==> config.mk <==
export PLATFORM = sky130hd
export DESIGN_NAME = spi_reg_frontend
export DESIGN_NICKNAME = d
export VERILOG_FILES = /design/src/rtl/spi_rf_pkg.sv /design/src/rtl/spi_pin_sync.sv /design/src/rtl/spi_addr_step.sv /design/src/rtl/spi_reg_file.sv /design/src/rtl/spi_reg_frontend.sv
export SDC_FILE = /design/constraint.sdc
export NUM_CORES = 1
export LEC_CHECK = 0
export ABC_CLOCK_PERIOD_IN_PS = 3450
export CAP_MARGIN = 5
export CORE_UTILIZATION = 63
export DETAILED_ROUTE_END_ITERATION = 16
export GPL_TIMING_DRIVEN = 0
export HOLD_SLACK_MARGIN = 0.15
export PLACE_DENSITY = 0.8
export SKIP_LAST_GASP = 1
export SLEW_MARGIN = 10
export SYNTH_ARGS = -nofsm -noshare
export SYNTH_HDL_FRONTEND = slang
export SYNTH_SLANG_ARGS = --single-unit
==> constraint.sdc <==
create_clock -name clk -period 3.45 [get_ports clk]
set_clock_uncertainty 0.05 [all_clocks]
set_input_delay 0.69 -clock clk [delete_from_list [all_inputs] [get_ports clk]]
set_output_delay 0.69 -clock clk [all_outputs]
set_load 0.005 [all_outputs]
==> src/rtl/spi_rf_pkg.sv <==
package spi_rf_pkg;
    typedef enum logic [1:0] {
        ST_IDLE = 2'd0,
        ST_CMD  = 2'd1,
        ST_DATA = 2'd2
    } fe_state_t;

    localparam int BYTE_W = 8;
endpackage

==> src/rtl/spi_pin_sync.sv <==
module spi_pin_sync #(
    parameter int              WIDTH   = 3,
    parameter int              STAGES  = 2,
    parameter logic [WIDTH-1:0] RST_VAL = '0
) (
    input  logic             clk,
    input  logic             rst_n,
    input  logic [WIDTH-1:0] pin_i,
    output logic [WIDTH-1:0] sync_o,
    output logic [WIDTH-1:0] prev_o
);
    localparam int CHAIN_W = WIDTH * STAGES;

    logic [CHAIN_W-1:0] chain_q;
    logic [WIDTH-1:0]   prev_q;

    always_ff @(posedge clk or negedge rst_n) begin
        if (!rst_n) begin
            chain_q <= {STAGES{RST_VAL}};
            prev_q  <= RST_VAL;
        end else begin
            chain_q <= {chain_q[CHAIN_W-WIDTH-1:0], pin_i};
            prev_q  <= chain_q[CHAIN_W-1 -: WIDTH];
        end
    end

    assign sync_o = chain_q[CHAIN_W-1 -: WIDTH];
    assign prev_o = prev_q;
endmodule

==> src/rtl/spi_addr_step.sv <==
module spi_addr_step #(
    parameter int AW        = 5,
    parameter int FIFO_LAST = 4,
    parameter int MID_HOLD  = 20
) (
    input  logic [AW-1:0] cur_i,
    output logic [AW-1:0] nxt_o
);
    localparam logic [AW-1:0] FIFO_TOP = AW'(FIFO_LAST);
    localparam logic [AW-1:0] MID_REG  = AW'(MID_HOLD);
    localparam logic [AW-1:0] LAST_REG = {AW{1'b1}};

    logic hold;

    always_comb begin
        hold  = (cur_i <= FIFO_TOP) || (cur_i == MID_REG) || (cur_i == LAST_REG);
        nxt_o = hold ? cur_i : cur_i + AW'(1);
    end
endmodule

==> src/rtl/spi_reg_file.sv <==
module spi_reg_file #(
    parameter int NREG    = 32,
    parameter int DW      = 8,
    parameter int ACK_REG = 9,
    parameter int ACK_BIT = 0
) (
    input  logic                    clk,
    input  logic                    rst_n,
    input  logic                    wr_en_i,
    input  logic [$clog2(NREG)-1:0] wr_addr_i,
    input  logic [DW-1:0]           wr_data_i,
    input  logic                    ack_set_i,
    input  logic [$clog2(NREG)-1:0] rd_addr_i,
    output logic [DW-1:0]           rd_data_o
);
    localparam int AW = $clog2(NREG);
    localparam logic [AW-1:0] ACK_IDX = AW'(ACK_REG);

    logic [NREG-1:0][DW-1:0] mem_q;

    always_ff @(posedge clk or negedge rst_n) begin
        if (!rst_n) begin
            mem_q <= '0;
        end else begin
            for (int i = 0; i < NREG; i++) begin
                if (wr_en_i && (wr_addr_i == AW'(i))) begin
                    mem_q[i] <= wr_data_i;
                end else if (ack_set_i && (i == ACK_REG)) begin
                    mem_q[i][ACK_BIT] <= 1'b1;
                end
            end
        end
    end

    assign rd_data_o = mem_q[rd_addr_i];

    // an acknowledge request leaves the flag bit set
    p_ack_sticky_r10: assert property (@(posedge clk) disable iff (!rst_n)
        (ack_set_i && !(wr_en_i && wr_addr_i == ACK_IDX)) |=> mem_q[ACK_REG][ACK_BIT]);
endmodule

==> src/rtl/spi_reg_frontend.sv <==
module spi_reg_frontend #(
    parameter int NREG        = 32,
    parameter int SYNC_STAGES = 2,
    parameter int FIFO_LAST   = 4,
    parameter int MID_HOLD    = 20,
    parameter int ACK_REG     = 9
) (
    input  logic       clk,
    input  logic       rst_n,
    input  logic       sclk_i,
    input  logic       ss_n_i,
    input  logic       mosi_i,
    input  logic       half_duplex_i,
    input  logic       host_mode_i,
    input  logic [7:0] status_i,
    output logic       miso_o,
    output logic       miso_oe_o,
    output logic       mosi_o,
    output logic       mosi_oe_o
);
    import spi_rf_pkg::*;

    localparam int AW = $clog2(NREG);
    localparam int BW = $clog2(BYTE_W);
    localparam logic [BW-1:0]  LAST_BIT = BW'(BYTE_W - 1);
    localparam logic [AW-1:0]  FIFO_TOP = AW'(FIFO_LAST);
    localparam logic [AW-1:0]  MID_REG  = AW'(MID_HOLD);
    localparam logic [AW-1:0]  LAST_REG = {AW{1'b1}};

    // synchronized pins: {mosi, ss_n, sclk}
    logic [2:0] pins_s, pins_p;
    logic sclk_s, sclk_p, ss_s, mosi_s;
    logic sclk_rise, sclk_fall;
    logic unused_prev;

    spi_pin_sync #(
        .WIDTH  (3),
        .STAGES (SYNC_STAGES),
        .RST_VAL(3'b010)
    ) u_sync (
        .clk   (clk),
        .rst_n (rst_n),
        .pin_i ({mosi_i, ss_n_i, sclk_i}),
        .sync_o(pins_s),
        .prev_o(pins_p)
    );

    assign sclk_s      = pins_s[0];
    assign ss_s        = pins_s[1];
    assign mosi_s      = pins_s[2];
    assign sclk_p      = pins_p[0];
    assign unused_prev = pins_p[1] ^ pins_p[2];
    assign sclk_rise   = sclk_s & ~sclk_p;
    assign sclk_fall   = ~sclk_s & sclk_p;

    fe_state_t state_q, state_d;

    logic [BW-1:0]     bit_q;
    logic [BYTE_W-1:0] rx_q, rx_byte;
    logic [BYTE_W-1:0] tx_q, tx_next_q;
    logic              load_pend_q;
    logic [AW-1:0]     addr_q, addr_nxt, rd_addr;
    logic              dir_q;
    logic              byte_end;
    logic              wr_en, ack_set;
    logic [BYTE_W-1:0] rd_data;
    logic              unused_zero_bit;

    assign rx_byte         = {rx_q[BYTE_W-2:0], mosi_s};
    assign unused_zero_bit = rx_byte[2];
    assign byte_end        = sclk_rise && (bit_q == LAST_BIT) && !ss_s;
    assign wr_en           = byte_end && (state_q == ST_DATA) && dir_q;
    assign ack_set         = byte_end && (state_q == ST_CMD) && rx_byte[0] && !host_mode_i;
    assign rd_addr         = (state_q == ST_CMD) ? rx_byte[BYTE_W-1 -: AW] : addr_nxt;

    spi_addr_step #(
        .AW       (AW),
        .FIFO_LAST(FIFO_LAST),
        .MID_HOLD (MID_HOLD)
    ) u_step (
        .cur_i(addr_q),
        .nxt_o(addr_nxt)
    );

    spi_reg_file #(
        .NREG   (NREG),
        .DW     (BYTE_W),
        .ACK_REG(ACK_REG),
        .ACK_BIT(0)
    ) u_regs (
        .clk      (clk),
        .rst_n    (rst_n),
        .wr_en_i  (wr_en),
        .wr_addr_i(addr_q),
        .wr_data_i(rx_byte),
        .ack_set_i(ack_set),
        .rd_addr_i(rd_addr),
        .rd_data_o(rd_data)
    );

    // next-state logic
    always_comb begin
        state_d = state_q;
        unique case (state_q)
            ST_IDLE: if (!ss_s) state_d = ST_CMD;
            ST_CMD: begin
                if (ss_s)          state_d = ST_IDLE;
                else if (byte_end) state_d = ST_DATA;
            end
            ST_DATA: if (ss_s) state_d = ST_IDLE;
            default: state_d = ST_IDLE;
        endcase
    end

    // state register
    always_ff @(posedge clk or negedge rst_n) begin
        if (!rst_n) state_q <= ST_IDLE;
        else        state_q <= state_d;
    end

    // shift and pointer datapath
    always_ff @(posedge clk or negedge rst_n) begin
        if (!rst_n) begin
            bit_q       <= '0;
            rx_q        <= '0;
            tx_q        <= '0;
            tx_next_q   <= '0;
            load_pend_q <= 1'b0;
            addr_q      <= '0;
            dir_q       <= 1'b0;
        end else if (state_q == ST_IDLE) begin
            bit_q       <= '0;
            load_pend_q <= 1'b0;
            if (!ss_s) tx_q <= status_i;
        end else if (!ss_s) begin
            if (sclk_rise) begin
                rx_q  <= rx_byte;
                bit_q <= bit_q + BW'(1);
                if (bit_q == LAST_BIT) begin
                    load_pend_q <= 1'b1;
                    tx_next_q   <= rd_data;
                    if (state_q == ST_CMD) begin
                        addr_q <= rx_byte[BYTE_W-1 -: AW];
                        dir_q  <= rx_byte[1];
                    end else begin
                        addr_q <= addr_nxt;
                    end
                end
            end
            if (sclk_fall) begin
                if (load_pend_q) begin
                    tx_q        <= tx_next_q;
                    load_pend_q <= 1'b0;
                end else begin
                    tx_q <= {tx_q[BYTE_W-2:0], 1'b0};
                end
            end
        end
    end

    // line outputs
    always_comb begin
        miso_oe_o = (state_q != ST_IDLE) && !half_duplex_i;
        miso_o    = miso_oe_o ? tx_q[BYTE_W-1] : 1'b0;
        mosi_oe_o = (state_q == ST_DATA) && !dir_q && half_duplex_i;
        mosi_o    = mosi_oe_o ? tx_q[BYTE_W-1] : 1'b0;
    end

    // two cycles of select high means nothing is driven
    p_hiz_deselect_r3: assert property (@(posedge clk) disable iff (!rst_n)
        ($past(ss_s) && ss_s) |-> (!miso_oe_o && !mosi_oe_o));

    // queue registers keep the pointer
    p_fifo_hold_r4: assert property (@(posedge clk) disable iff (!rst_n)
        (state_q == ST_DATA && byte_end && addr_q <= FIFO_TOP) |=> (addr_q == $past(addr_q)));

    // middle range steps by one
    p_mid_step_r5: assert property (@(posedge clk) disable iff (!rst_n)
        (state_q == ST_DATA && byte_end && addr_q > FIFO_TOP && addr_q < MID_REG)
        |=> (addr_q == $past(addr_q) + AW'(1)));

    // last register never wraps
    p_top_hold_r7: assert property (@(posedge clk) disable iff (!rst_n)
        (state_q == ST_DATA && byte_end && addr_q == LAST_REG) |=> (addr_q == LAST_REG));
endmodule

==> impl_metrics.prom <==
# TYPE chip_impl_metric gauge
chip_impl_info{name="crit_path_start_kind",value="register"} 1
chip_impl_metric{name="synth.ff_latch_count",unit=""} 298
chip_impl_metric{name="period_minus_slack",unit="ps"} 3400
chip_impl_metric{name="p_total",unit="mW"} 8.32
chip_impl_metric{name="crit_required",unit="ps"} 3890
chip_impl_metric{name="grt_util_met2",unit="%"} 56.5
chip_impl_metric{name="antenna-diode-count",unit=""} 0
chip_impl_metric{name="critical-path-max-stage-delay",unit="ps"} 450
chip_impl_info{name="grt_setup_unrepaired",value="yes"} 1
chip_impl_metric{name="grt_pass1_vias",unit=""} 10400
chip_impl_info{name="path_cells",value="ha_1 > buf_2 > and3_1 > ha_2 > a311o_1 > a31oi_4 > buf_12 > buf_6 > buf_4 > nand2_1 > a311oi_2 > o32ai_1 > a31oi_1"} 1
chip_impl_info{name="clockRootBuffer",value="sky130_fd_sc_hd__clkbuf_16"} 1
chip_impl_metric{name="ant_nets",unit=""} 0
chip_impl_info{name="critPathSlowestCell",value="sky130_fd_sc_hd__dfrtp_2"} 1
chip_impl_info{name="worst_setup_path_end_kind",value="register"} 1
chip_impl_metric{name="avgSynthCellArea",unit="um2"} 11.3
chip_impl_metric{name="power.density_cell_area",unit="nW/um2"} 517
chip_impl_metric{name="firstDrtPassIters",unit=""} 5
chip_impl_info{name="post-synth-top-area-cell",value="sky130_fd_sc_hd__dfrtp_1"} 1
chip_impl_metric{name="wire_per_inst",unit="um"} 25.0
chip_impl_metric{name="worst-endpoint-arrival",unit="ps"} 3840
chip_impl_metric{name="clock_path_buffers",unit=""} 3
chip_impl_metric{name="achievable-frequency",unit="MHz"} 294
chip_impl_info{name="cell_family_with_the_largest_share_of_critical_path_delay",value="compound AO/OA/AOI/OAI gates"} 1
chip_impl_metric{name="clk_latency",unit="ps"} 580
chip_impl_info{name="synth_top_flop_cell",value="sky130_fd_sc_hd__dfrtp_1"} 1
chip_impl_metric{name="layout_cell_share_with_drive_strength_beyond_1",unit="%"} 29.2
chip_impl_metric{name="drt-vias-per-instance",unit=""} 6.52
chip_impl_metric{name="synth.yosys.warnings",unit=""} 0
chip_impl_metric{name="globalRouteOverflowTotal",unit=""} 0
chip_impl_metric{name="wire_length_of_the_first_global_routing_pass",unit="mm"} 60.6
chip_impl_metric{name="io_pins",unit=""} 19
chip_impl_info{name="worst_hold_class",value="reg2reg"} 1
chip_impl_metric{name="netlist-cell-type-count",unit=""} 49
chip_impl_metric{name="area.growth.synth_to_final",unit="%"} 16.0
chip_impl_info{name="worst-setup-path-type",value="reg2reg"} 1
chip_impl_metric{name="pin_count_of_the_biggest_net_entering_global_routing",unit=""} 109
chip_impl_metric{name="netlist.area_leader.share",unit="%"} 53.4
chip_impl_metric{name="placementRows",unit=""} 53
chip_impl_metric{name="totalWireLength",unit="mm"} 39.6
chip_impl_info{name="run_status",value="completed"} 1
chip_impl_metric{name="headroom_to_the_max_slew_limit",unit="%"} 35.8
chip_impl_metric{name="period_share",unit="%"} 98.4
chip_impl_metric{name="clkSlewWorstSetupHoldPaths",unit="ps"} 60
chip_impl_metric{name="die_outline_height",unit="um"} 150
chip_impl_metric{name="overall_via_count_from_detail_route",unit=""} 10300
chip_impl_metric{name="first_iter_violations",unit=""} 875
chip_impl_metric{name="clock_sinks",unit=""} 298
chip_impl_metric{name="maxSlewViolCount",unit=""} 0
chip_impl_metric{name="crit_fanout",unit=""} 10
chip_impl_info{name="post_synth_main_area_contributors",value="sky130_fd_sc_hd__dfrtp_1 53%, sky130_fd_sc_hd__mux2_2 19%, sky130_fd_sc_hd__nand2_1 7.0%"} 1
chip_impl_metric{name="postSynth.asyncResetShare",unit="%"} 100
chip_impl_info{name="most_common_library_cell_in_the_layout_ignoring_fill_and_taps",value="sky130_fd_sc_hd__dfrtp_1"} 1
chip_impl_metric{name="drc",unit=""} 0
chip_impl_metric{name="hold_viol_final",unit=""} 0
chip_impl_metric{name="maxCapViolations",unit=""} 0
chip_impl_info{name="most-common-layout-cells",value="294 x sky130_fd_sc_hd__dfrtp_1, 260 x sky130_fd_sc_hd__nand2_1, 228 x sky130_fd_sc_hd__mux2_2"} 1
chip_impl_metric{name="global_route.usage.met3",unit="%"} 8.61
chip_impl_metric{name="detailed_place_hpwl",unit="mm"} 26.7
chip_impl_metric{name="worst_ir_drop_vdd",unit="mV"} 0.397
chip_impl_metric{name="synth.net_count",unit=""} 1252
chip_impl_metric{name="synth.cell_area",unit="um2"} 13900
chip_impl_metric{name="tightest_slew",unit="ps"} 954
chip_impl_info{name="tritoncts",value="done"} 1
chip_impl_metric{name="setup_total_negative_slack",unit="ps"} 0
chip_impl_metric{name="final_setup_violation_count",unit=""} 0
chip_impl_metric{name="cp.buffers_inverters",unit=""} 4
chip_impl_metric{name="p_leak",unit="nW"} 7.39
chip_impl_metric{name="grtUsageTotal",unit="%"} 36.6
chip_impl_info{name="grt_busiest_layer",value="met2"} 1
chip_impl_metric{name="netlist_instances",unit=""} 1229
chip_impl_metric{name="die-width",unit="um"} 150
chip_impl_metric{name="antenna_found_initial",unit=""} 2
chip_impl_metric{name="placeableCoreArea",unit="um2"} 21300
chip_impl_metric{name="fp.dieArea",unit="um2"} 22600
chip_impl_metric{name="seq_area_frac_synth",unit="%"} 53.8
chip_impl_metric{name="cts_buffers",unit=""} 31
chip_impl_metric{name="cts_h_tree_depth",unit=""} 1
chip_impl_metric{name="layout.nets",unit=""} 1310
chip_impl_metric{name="synth-edff-count",unit=""} 0
chip_impl_metric{name="global_route.usage.met1",unit="%"} 47.5
chip_impl_metric{name="routabilityCongestion",unit=""} 1.01
chip_impl_metric{name="initial_core_util",unit="%"} 65.2
chip_impl_metric{name="numPortBuffers",unit=""} 18
-- routing by layer --
metal	share of wire [%]	wire length (um)
met3	8.6	3420
met2	45	17800
met4	6.6	2600
met5	0.058	23
met1	40	15800
-- report_power, final --
| group | internal (mW) | switching [mW] | leakage, nW | total (mW) |
|---|---|---|---|---|
| Clock | 2.03 | 1.41 | 0.518 | 3.44 |
| Combinational | 0.343 | 0.926 | 2.75 | 1.27 |
| Sequential | 3.54 | 0.0782 | 4.12 | 3.62 |
-- state kept, by name (all words and copies together) (netlist names) --
signal and cells:
addr_q 5, load_pend_q 1, u_sync.chain_q 6, u_regs.mem_q 256, state_q 2, bit_q 3
tx_next_q 8, u_sync.prev_o 1, tx_q 8, dir_q 1, rx_q 7
-- through the flow --
stage	hold WS, ps	setup slack (ps)	area [um2]	instances	utilization (%)
floorplan	281	519	13900	1229	-
global placement	290	-11050	14400	1522	67.6
detailed placement	288	-583	14500	1525	68.0
CTS	302	7.44	16000	1585	75.0
global route	302	-72.7	16100	1586	75.6
finish	301	53.9	16100	1586	75.6
-- worst reg2reg max path, stage by stage, from the launching register on --
cell and delay, ps:
sky130_fd_sc_hd__dfrtp_2 450, sky130_fd_sc_hd__ha_1 200, sky130_fd_sc_hd__buf_2 190, sky130_fd_sc_hd__and3_1 230, sky130_fd_sc_hd__ha_2 220, sky130_fd_sc_hd__a311o_1 340
sky130_fd_sc_hd__a31oi_4 180, sky130_fd_sc_hd__buf_12 150, sky130_fd_sc_hd__buf_6 200, sky130_fd_sc_hd__buf_4 250, sky130_fd_sc_hd__nand2_1 90, sky130_fd_sc_hd__a311oi_2 440
sky130_fd_sc_hd__o32ai_1 160, sky130_fd_sc_hd__a31oi_1 160
-- path summary, 6_finish.rpt --
path,cells past startpoint,start,slack (ps),endpoint
max in group asynchronous,5,rst_n,1280,u_regs.mem_q[131]$_DFFE_PN0P_
min,0,u_sync.chain_q[2]$_DFF_PN0_,300,u_sync.chain_q[5]$_DFF_PN0_
max reg2reg,13,addr_q[0]$_DFFE_PN0P_,50,tx_next_q[7]$_DFFE_PN0P_
min reg2reg,0,u_sync.chain_q[2]$_DFF_PN0_,300,u_sync.chain_q[5]$_DFF_PN0_
min in group asynchronous,2,rst_n,530,bit_q[1]$_DFFE_PN0P_
max,13,addr_q[0]$_DFFE_PN0P_,50,tx_next_q[7]$_DFFE_PN0P_
-- timing repair --
action | in CTS | in global routing
hold endpoints to repair | 30 | 0
buffers inserted | 2 | 2
endpoints found under the setup margin | 8 | 8
hold buffers | 1 | 0
resized for setup | 75 | 33
pin swaps | 3 | 5
-- area by class of cell --
class,instances,area [um2]
multi-input cells,844,6400
clock inverters,6,106
fillers,1361,5190
flip-flops and latches,298,7460
well taps,275,344
inverters,8,30.0
plain buffers,78,475
clock buffers,51,951
repair buffers,26,320
-- synth_stat cells (2+ instances only) --
cell type	count
sky130_fd_sc_hd__dfrtp_1	296
sky130_fd_sc_hd__nand2_1	260
sky130_fd_sc_hd__mux2_2	228
sky130_fd_sc_hd__nand3_1	63
sky130_fd_sc_hd__mux2i_1	52
sky130_fd_sc_hd__o21ai_0	47
sky130_fd_sc_hd__clkbuf_1	41
sky130_fd_sc_hd__buf_2	28
sky130_fd_sc_hd__a31oi_1	26
sky130_fd_sc_hd__and3_1	25
sky130_fd_sc_hd__nor2_1	25
sky130_fd_sc_hd__a311oi_1	16
sky130_fd_sc_hd__a21oi_1	13
sky130_fd_sc_hd__a32o_1	8
sky130_fd_sc_hd__buf_4	8
sky130_fd_sc_hd__ha_1	8
sky130_fd_sc_hd__o2111ai_1	8
sky130_fd_sc_hd__o221ai_1	8
sky130_fd_sc_hd__o32ai_1	8
sky130_fd_sc_hd__inv_1	7
sky130_fd_sc_hd__mux2_1	5
sky130_fd_sc_hd__nand2b_1	5
sky130_fd_sc_hd__and2_1	4
sky130_fd_sc_hd__nor3_1	4
sky130_fd_sc_hd__nor3b_1	4
sky130_fd_sc_hd__nor2_2	3
sky130_fd_sc_hd__nor3_2	3
sky130_fd_sc_hd__dfstp_2	2
sky130_fd_sc_hd__nor2b_1	2
sky130_fd_sc_hd__o21ai_1	2
sky130_fd_sc_hd__xnor2_1	2
-- cells by family (layout without fill, tap and decap cells) --
kind of cell / after synthesis / after routing / share of synthesized area (%)
mux: 285 / 285 / 22.7
flops: 298 / 298 / 53.8
compound gates: 148 / 148 / 7.33
simple gates: 401 / 401 / 12.5
buf+inv: 87 / 169 / 2.88
xor+xnor: 2 / 2 / 0.126
fa+ha+maj: 8 / 8 / 0.722
(Power assumes the default switching activity.)
